File: config.mk
export PLATFORM = sky130hd
export DESIGN_NAME = uart4_rx_top
export DESIGN_NICKNAME = d
export VERILOG_FILES = /design/src/rtl/uart4_rx_pkg.sv /design/src/rtl/uart4_rx_tick.sv /design/src/rtl/uart4_rx_sync.sv /design/src/rtl/uart4_rx_chan.sv /design/src/rtl/uart4_rx_top.sv
export SDC_FILE = /design/constraint.sdc
export NUM_CORES = 1
export LEC_CHECK = 0
export BUFFER_PORTS_ARGS = -buffer_cell sky130_fd_sc_hd__buf_4
export CAP_MARGIN = 20
export CORE_MARGIN = 1.5
export CORE_UTILIZATION = 40
export DETAILED_ROUTE_END_ITERATION = 12
export GPL_TIMING_DRIVEN = 0
export SLEW_MARGIN = 40
export SYNTH_ARGS = -nofsm -noshare
export SYNTH_HDL_FRONTEND = slang
export SYNTH_SLANG_ARGS = --single-unit
File: constraint.sdc
create_clock -name clk -period 2.2 [get_ports clk]
set_input_delay 0.44 -clock clk [delete_from_list [all_inputs] [get_ports clk]]
set_output_delay 0.44 -clock clk [all_outputs]
set_load 0.01 [all_outputs]
File: src/rtl/uart4_rx_pkg.sv
`timescale 1ns/1ps
package uart4_rx_pkg;

    // samples per bit; start confirmation relies on this being three
    localparam int unsigned OSR = 3;

    typedef enum logic [2:0] {
        CH_WAIT_HIGH = 3'd0,   // need one high sample before hunting
        CH_HUNT      = 3'd1,   // idle, looking for a low sample
        CH_CONFIRM   = 3'd2,   // one low sample seen, need a second
        CH_DATA      = 3'd3,   // collecting data bits
        CH_STOP      = 3'd4    // waiting for the stop sample
    } ch_state_e;

endpackage

File: src/rtl/uart4_rx_tick.sv
`timescale 1ns/1ps
module uart4_rx_tick #(
    parameter int unsigned CLK_HZ  = 50_000_000,
    parameter int unsigned BAUD_HZ = 31_250,
    parameter int unsigned OSR     = 3
) (
    input  logic clk,
    input  logic rst_n,
    output logic tick_o
);
    localparam int unsigned SAMPLE_HZ = BAUD_HZ * OSR;
    localparam int unsigned DIV_RAW   = (CLK_HZ + SAMPLE_HZ / 2) / SAMPLE_HZ;
    localparam int unsigned DIV       = (DIV_RAW < 2) ? 2 : DIV_RAW;
    localparam int unsigned CW        = $clog2(DIV);
    localparam logic [CW-1:0] CNT_LAST = CW'(DIV - 1);

    typedef struct packed {
        logic [CW-1:0] cnt;
        logic          tick;
    } tick_st_t;

    tick_st_t st_d, st_q;

    always_comb begin
        st_d = st_q;
        st_d.tick = 1'b0;
        if (st_q.cnt == CNT_LAST) begin
            st_d.cnt  = '0;
            st_d.tick = 1'b1;
        end else begin
            st_d.cnt = st_q.cnt + 1'b1;
        end
    end

    always_ff @(posedge clk or negedge rst_n) begin
        if (!rst_n) st_q <= '0;
        else        st_q <= st_d;
    end

    assign tick_o = st_q.tick;

    // strobes are isolated single-clock pulses
    p_tick_single_r1: assert property (@(posedge clk) disable iff (!rst_n)
        st_q.tick |=> !st_q.tick);

    // a strobe is followed by a counter restart from zero
    p_tick_restart_r1: assert property (@(posedge clk) disable iff (!rst_n)
        st_q.tick |-> (st_q.cnt == '0));

endmodule

File: src/rtl/uart4_rx_sync.sv
`timescale 1ns/1ps
module uart4_rx_sync #(
    parameter int unsigned W = 4
) (
    input  logic         clk,
    input  logic         rst_n,
    input  logic [W-1:0] async_i,
    output logic [W-1:0] sync_o
);
    typedef struct packed {
        logic [W-1:0] meta;
        logic [W-1:0] stable;
    } sync_st_t;

    sync_st_t st_d, st_q;

    always_comb begin
        st_d.meta   = async_i;
        st_d.stable = st_q.meta;
    end

    // reset to the idle-high line level
    always_ff @(posedge clk or negedge rst_n) begin
        if (!rst_n) st_q <= '1;
        else        st_q <= st_d;
    end

    assign sync_o = st_q.stable;

endmodule

File: src/rtl/uart4_rx_chan.sv
`timescale 1ns/1ps
module uart4_rx_chan
    import uart4_rx_pkg::*;
#(
    parameter int unsigned DATA_BITS = 8
) (
    input  logic                 clk,
    input  logic                 rst_n,
    input  logic                 tick_i,
    input  logic                 line_i,
    output logic [DATA_BITS-1:0] data_o,
    output logic                 valid_o,
    output logic                 ferr_o
);
    localparam int unsigned PW = $clog2(OSR);
    localparam int unsigned IW = (DATA_BITS > 1) ? $clog2(DATA_BITS) : 1;
    localparam logic [PW-1:0] PH_RELOAD = PW'(OSR - 1);
    localparam logic [IW-1:0] IDX_LAST  = IW'(DATA_BITS - 1);

    typedef struct packed {
        ch_state_e            state;
        logic [PW-1:0]        phase;
        logic [IW-1:0]        idx;
        logic [DATA_BITS-1:0] shreg;
        logic [DATA_BITS-1:0] data;
        logic                 valid;
        logic                 ferr;
    } chan_st_t;

    chan_st_t st_d, st_q;

    always_comb begin
        st_d       = st_q;
        st_d.valid = 1'b0;
        st_d.ferr  = 1'b0;
        if (tick_i) begin
            unique case (st_q.state)
                CH_WAIT_HIGH: begin
                    if (line_i) st_d.state = CH_HUNT;
                end
                CH_HUNT: begin
                    if (!line_i) st_d.state = CH_CONFIRM;
                end
                CH_CONFIRM: begin
                    if (!line_i) begin
                        // second low sample: start accepted, phase anchored here
                        st_d.state = CH_DATA;
                        st_d.phase = PH_RELOAD;
                        st_d.idx   = '0;
                    end else begin
                        // isolated low sample: drop it
                        st_d.state = CH_HUNT;
                    end
                end
                CH_DATA: begin
                    if (st_q.phase == '0) begin
                        st_d.phase = PH_RELOAD;
                        st_d.shreg = {line_i, st_q.shreg[DATA_BITS-1:1]};
                        if (st_q.idx == IDX_LAST) st_d.state = CH_STOP;
                        else                      st_d.idx   = st_q.idx + 1'b1;
                    end else begin
                        st_d.phase = st_q.phase - 1'b1;
                    end
                end
                CH_STOP: begin
                    if (st_q.phase == '0) begin
                        st_d.valid = 1'b1;
                        st_d.data  = st_q.shreg;
                        st_d.ferr  = !line_i;
                        st_d.state = line_i ? CH_HUNT : CH_WAIT_HIGH;
                    end else begin
                        st_d.phase = st_q.phase - 1'b1;
                    end
                end
                default: st_d.state = CH_WAIT_HIGH;
            endcase
        end
    end

    always_ff @(posedge clk or negedge rst_n) begin
        if (!rst_n) begin
            st_q       <= '0;
            st_q.state <= CH_WAIT_HIGH;
        end else begin
            st_q <= st_d;
        end
    end

    assign data_o  = st_q.data;
    assign valid_o = st_q.valid;
    assign ferr_o  = st_q.ferr;

    // the delivery strobe lasts a single clock
    p_valid_pulse_r3: assert property (@(posedge clk) disable iff (!rst_n)
        st_q.valid |=> !st_q.valid);

    // the delivered byte holds between strobes
    p_data_hold_r3: assert property (@(posedge clk) disable iff (!rst_n)
        !st_q.valid |-> $stable(st_q.data));

    // the error flag only ever qualifies a delivery
    p_ferr_qual_r6: assert property (@(posedge clk) disable iff (!rst_n)
        st_q.ferr |-> st_q.valid);

    // after a low stop sample the channel waits for a high line
    p_ferr_wait_r6: assert property (@(posedge clk) disable iff (!rst_n)
        st_q.ferr |-> (st_q.state == CH_WAIT_HIGH));

    // a high sample after a single low sample returns to hunting
    p_glitch_drop_r4: assert property (@(posedge clk) disable iff (!rst_n)
        (st_q.state == CH_CONFIRM && tick_i && line_i) |=> (st_q.state == CH_HUNT));

    // no low sample can leave the wait-for-high state
    p_need_high_r5: assert property (@(posedge clk) disable iff (!rst_n)
        (st_q.state == CH_WAIT_HIGH && tick_i && !line_i) |=> (st_q.state == CH_WAIT_HIGH));

    // a channel moves only on the shared strobe
    p_state_on_tick_r7: assert property (@(posedge clk) disable iff (!rst_n)
        !tick_i |=> $stable(st_q.state));

endmodule

File: src/rtl/uart4_rx_top.sv
`timescale 1ns/1ps
module uart4_rx_top
    import uart4_rx_pkg::*;
#(
    parameter int unsigned NCH       = 4,
    parameter int unsigned DATA_BITS = 8,
    parameter int unsigned CLK_HZ    = 50_000_000,
    parameter int unsigned BAUD_HZ   = 31_250
) (
    input  logic                     clk,
    input  logic                     rst_n,
    input  logic [NCH-1:0]           rx_line_i,
    output logic [NCH*DATA_BITS-1:0] rx_data_o,
    output logic [NCH-1:0]           rx_valid_o,
    output logic [NCH-1:0]           rx_ferr_o
);
    logic           tick;
    logic [NCH-1:0] line_s;

    uart4_rx_tick #(
        .CLK_HZ  (CLK_HZ),
        .BAUD_HZ (BAUD_HZ),
        .OSR     (OSR)
    ) u_tick (
        .clk    (clk),
        .rst_n  (rst_n),
        .tick_o (tick)
    );

    uart4_rx_sync #(
        .W (NCH)
    ) u_sync (
        .clk     (clk),
        .rst_n   (rst_n),
        .async_i (rx_line_i),
        .sync_o  (line_s)
    );

    for (genvar g = 0; g < NCH; g++) begin : g_chan
        uart4_rx_chan #(
            .DATA_BITS (DATA_BITS)
        ) u_chan (
            .clk     (clk),
            .rst_n   (rst_n),
            .tick_i  (tick),
            .line_i  (line_s[g]),
            .data_o  (rx_data_o[g*DATA_BITS +: DATA_BITS]),
            .valid_o (rx_valid_o[g]),
            .ferr_o  (rx_ferr_o[g])
        );
    end

    // deliveries happen only in the clock after a shared strobe
    p_valid_after_tick_r7: assert property (@(posedge clk) disable iff (!rst_n)
        (|rx_valid_o) |-> $past(tick));

endmodule

==> impl_metrics.env <==
export IMPL_status="finished, final reports clean"
export IMPL_cp_max_fo=9
export IMPL_synth_distinct_cells=57
export IMPL_cp_data_arrival_time_ns=2.17
export IMPL_synth_top_area_share_pct=49.8
export IMPL_drive_gt1_share_pct=39.3
export IMPL_final_cell_mix="115 x dfrtp_1, 89 x buf_4, 71 x mux2_2, 28 x nor2_1, 25 x nand2_1"
export IMPL_worstSetupPathType="flip-flop to flip-flop"
export IMPL_synth_fa_ha_area_share_pct=4.76
export IMPL_p_per_area_nw_per_um2=739
export IMPL_synth_simple_area_share_pct=10.3
export IMPL_clock_sinks=123
export IMPL_antenna_found_initial=0
export IMPL_core_area_um2=14000
export IMPL_pwr_share_comb_pct=1.3
export IMPL_tightest_slew_ns=0.627
export IMPL_grtUsageTotal_pct=14.3
export IMPL_mostFrequentLayoutCell="dfrtp_1"
export IMPL_sequentialPowerShare_pct=44.3
export IMPL_die_w_um=123
export IMPL_synth_top_cell_by_area="dfrtp_1"
export IMPL_slew_limit_headroom_pct=57.9
export IMPL_place_area_um2=6370
export IMPL_wl_um=9610
export IMPL_synth_warnings=0
export IMPL_dpl_hpwl_um=6330
export IMPL_cellInternalPower_uw=4160
export IMPL_period_share_pct=85.1
export IMPL_tritoncts="done"
export IMPL_holdPathStages=1
export IMPL_yosysSeqAreaShare_pct=53.5
export IMPL_p_sw_share_pct=19.5
export IMPL_clkLatencyLatePin_ns=0.41
export IMPL_cp_start_kind="flip-flop"
export IMPL_required_ns=2.49
export IMPL_pre_cts_ws_ns=0.135
export IMPL_design_area_um2=6990
export IMPL_syn_nets=506
export IMPL_fin_nets=572
export IMPL_path_clk_slew_ns=0.05
export IMPL_syn_instance_count=478
export IMPL_die_area_um2=15200
export IMPL_vias=3563
export IMPL_portBuffers=45
export IMPL_peakVddDrop_uv=467
export IMPL_routedWlPerCell_um=13.0
export IMPL_r2r_cells=5
export IMPL_area_growth_pct=21.0
export IMPL_viasPerCell=4.83
export IMPL_ys_ff_latch=123
export IMPL_post_cts_buffers=0
export IMPL_grt_max_degree=76
export IMPL_io_pins=46
export IMPL_syn_area_per_cell_um2=12.1
export IMPL_synth_xor_area_share_pct=1.21
export IMPL_power_share_clock_pct=54.4
export IMPL_synthArstFlopShare_pct=100
export IMPL_dr_pass1_iters=4
export IMPL_finalClockSkew_ns=0.00777
export IMPL_leakage_uw=0.00348
export IMPL_timing_fmax_mhz=534
export IMPL_seqCellArea_um2=3090
export IMPL_synthMuxAreaShare_pct=15.1
export IMPL_gp_congestion=0.791
export IMPL_fill_cells=1250
export IMPL_cts_buffers=17
export IMPL_drc=0
export IMPL_tns_ns=0
export IMPL_endpoint_kind="flip-flop"
export IMPL_dr_first_iter_drc_count=116
export IMPL_synth_compound_area_share_pct=6.89
export IMPL_multi_input_area_um2=2220
export IMPL_antennaDiodeCount=0
export IMPL_ys_flop_type="dfrtp_1"
export IMPL_rsz0062_at_grt="false"
export IMPL_grt_pass1_wl_um=16700
export IMPL_root_buffer="clkbuf_16"
export IMPL_start_util_pct=41.3
export IMPL_clockBufferDepth=2
export IMPL_maxCapViolCount=0
export IMPL_post_route_min_period_ns=1.87
export IMPL_p_switching_uw=1010
export IMPL_hold_violations=0
export IMPL_hold_path_class="primary input to flip-flop"
export IMPL_cts_htree_levels=4
export IMPL_die_h_um=123
export IMPL_synth_area_um2=5780
export IMPL_finalMaxSlewViolations=0
export IMPL_setup_violations=0
export IMPL_ant_nets=0
export IMPL_synth_area_leaders="dfrtp_1 50%, mux2_2 14%, buf_4 5.8%"
export IMPL_worst_slack_ns=0.328
export IMPL_grt_pass1_vias=3558
export IMPL_synth_edf_count=0
export IMPL_synth_top_family_by_area="multiplexers"
export IMPL_grt_overflow_total=0
export IMPL_rows=43
[worst max-delay path, stage by stage, from the launching register on]
cell and delay (ns):
dfrtp_1 0.36, inv_1 0.12, ha_1 0.30, nand2_1 0.16, nor3_4 0.42, mux2_2 0.39
[path summary, 6_finish.rpt]
kind / from / to / slack (ns)
setup / recovery: g_chan[0].u_chan.st_q[21]$_DFFE_PN0P_ / g_chan[0].u_chan.st_q[17]$_DFFE_PN0P_ / 0.33
hold / removal: rx_line_i[2] / u_sync.st_d[2]$_DFF_PN1_ / 0.13
setup reg to reg: g_chan[0].u_chan.st_q[21]$_DFFE_PN0P_ / g_chan[0].u_chan.st_q[17]$_DFFE_PN0P_ / 0.33
hold reg to reg: u_sync.st_d[1]$_DFF_PN1_ / u_sync.sync_o[1]$_DFF_PN1_ / 0.35
max in group asynchronous: rst_n / u_sync.st_d[0]$_DFF_PN1_ / 0.96
min in group asynchronous: rst_n / g_chan[3].u_chan.st_q[11]$_DFFE_PN0P_ / 0.53
[area by class of cell]
| class | count | share of cell area [%] |
|---|---|---|
| inverters | 23 | 1.24 |
| clock inverters | 8 | 1.68 |
| flip-flops and latches | 123 | 44.2 |
| repair buffers | 47 | 5.48 |
| well taps | 180 | 3.22 |
| plain buffers | 55 | 5.60 |
| clock buffers | 24 | 6.89 |
| multi-input cells | 277 | 31.7 |
[registers in the layout, summed over array words and instances (netlist names)]
register,count
u_tick.tick_o,1
u_tick.st_q,10
u_sync.st_d,4
g_chan.u_chan.ferr_o,4
u_sync.sync_o,4
g_chan.u_chan.valid_o,4
g_chan.u_chan.data_o,32
g_chan.u_chan.st_q,64
[metrics by stage]
stage,total power [uW],hold WS (ns),util (%),std cells
after global placement,2390,0.347,45.3,703
after CTS,5240,0.113,49.9,737
final,5160,0.134,50.0,737
after floorplan,2330,0.144,-,478
after detailed placement,2390,0.347,45.6,704
after global routing,5360,0.114,50.0,737
[Yosys cell counts (2+ instances only)]
| cell | n |
|---|---|
| nand4_1 | 6 |
| a21boi_0 | 2 |
| dfstp_2 | 8 |
| nor3_2 | 2 |
| dfrtp_1 | 115 |
| nor2b_1 | 5 |
| nor3_1 | 7 |
| nor2_1 | 28 |
| clkbuf_1 | 2 |
| ha_1 | 22 |
| nor3b_1 | 2 |
| mux2i_1 | 5 |
| nor2_2 | 4 |
| nor4b_1 | 2 |
| nand2b_1 | 7 |
| xor2_1 | 4 |
| a211o_1 | 2 |
| nand2_1 | 25 |
| mux2_2 | 71 |
| xnor2_1 | 4 |
| and3_1 | 10 |
| a21oi_1 | 12 |
| nand3_1 | 5 |
| o21ai_0 | 18 |
| buf_4 | 45 |
| o31ai_1 | 2 |
| buf_2 | 7 |
| mux2_1 | 2 |
| nor4_1 | 2 |
| a22o_1 | 4 |
| inv_1 | 22 |
[cell families after synthesis]
logic type               after synthesis
XOR/XNOR                               8
buffers and inverters                 78
adder cells (fa/ha/maj)               22
AND/OR/NAND/NOR                      113
flip-flops                           123
AO/OA/AOI/OAI                         56
multiplexers                          78
[power by group through the flow]
stage / combinational (uW) / clock (uW) / sequential, uW
finish: 65.6 / 2810 / 2290
global route: 78.3 / 2990 / 2290
CTS: 70.2 / 2890 / 2290
detailed placement: 68.5 / 0 / 2330
global placement: 59.7 / 0 / 2330
floorplan: 7.36 / 0 / 2320
[routing by layer]
metal / global-route usage, % / up-vias / wire (um)
li1: - / 1742 / -
met1: 17.2 / 1759 / 4420
met2: 23.4 / 47 / 4690
met3: 4.94 / 15 / 327
met4: 5.89 / 0 / 172
met5: 0 / - / 0
[repair_timing]
| action | CTS | global route |
|---|---|---|
| endpoints found under the setup margin | 0 | 2 |
| resized for setup | 0 | 1 |
| hold buffers | 1 | 0 |
| endpoints found under the hold margin | 44 | 0 |
(Power assumes the default switching activity.)
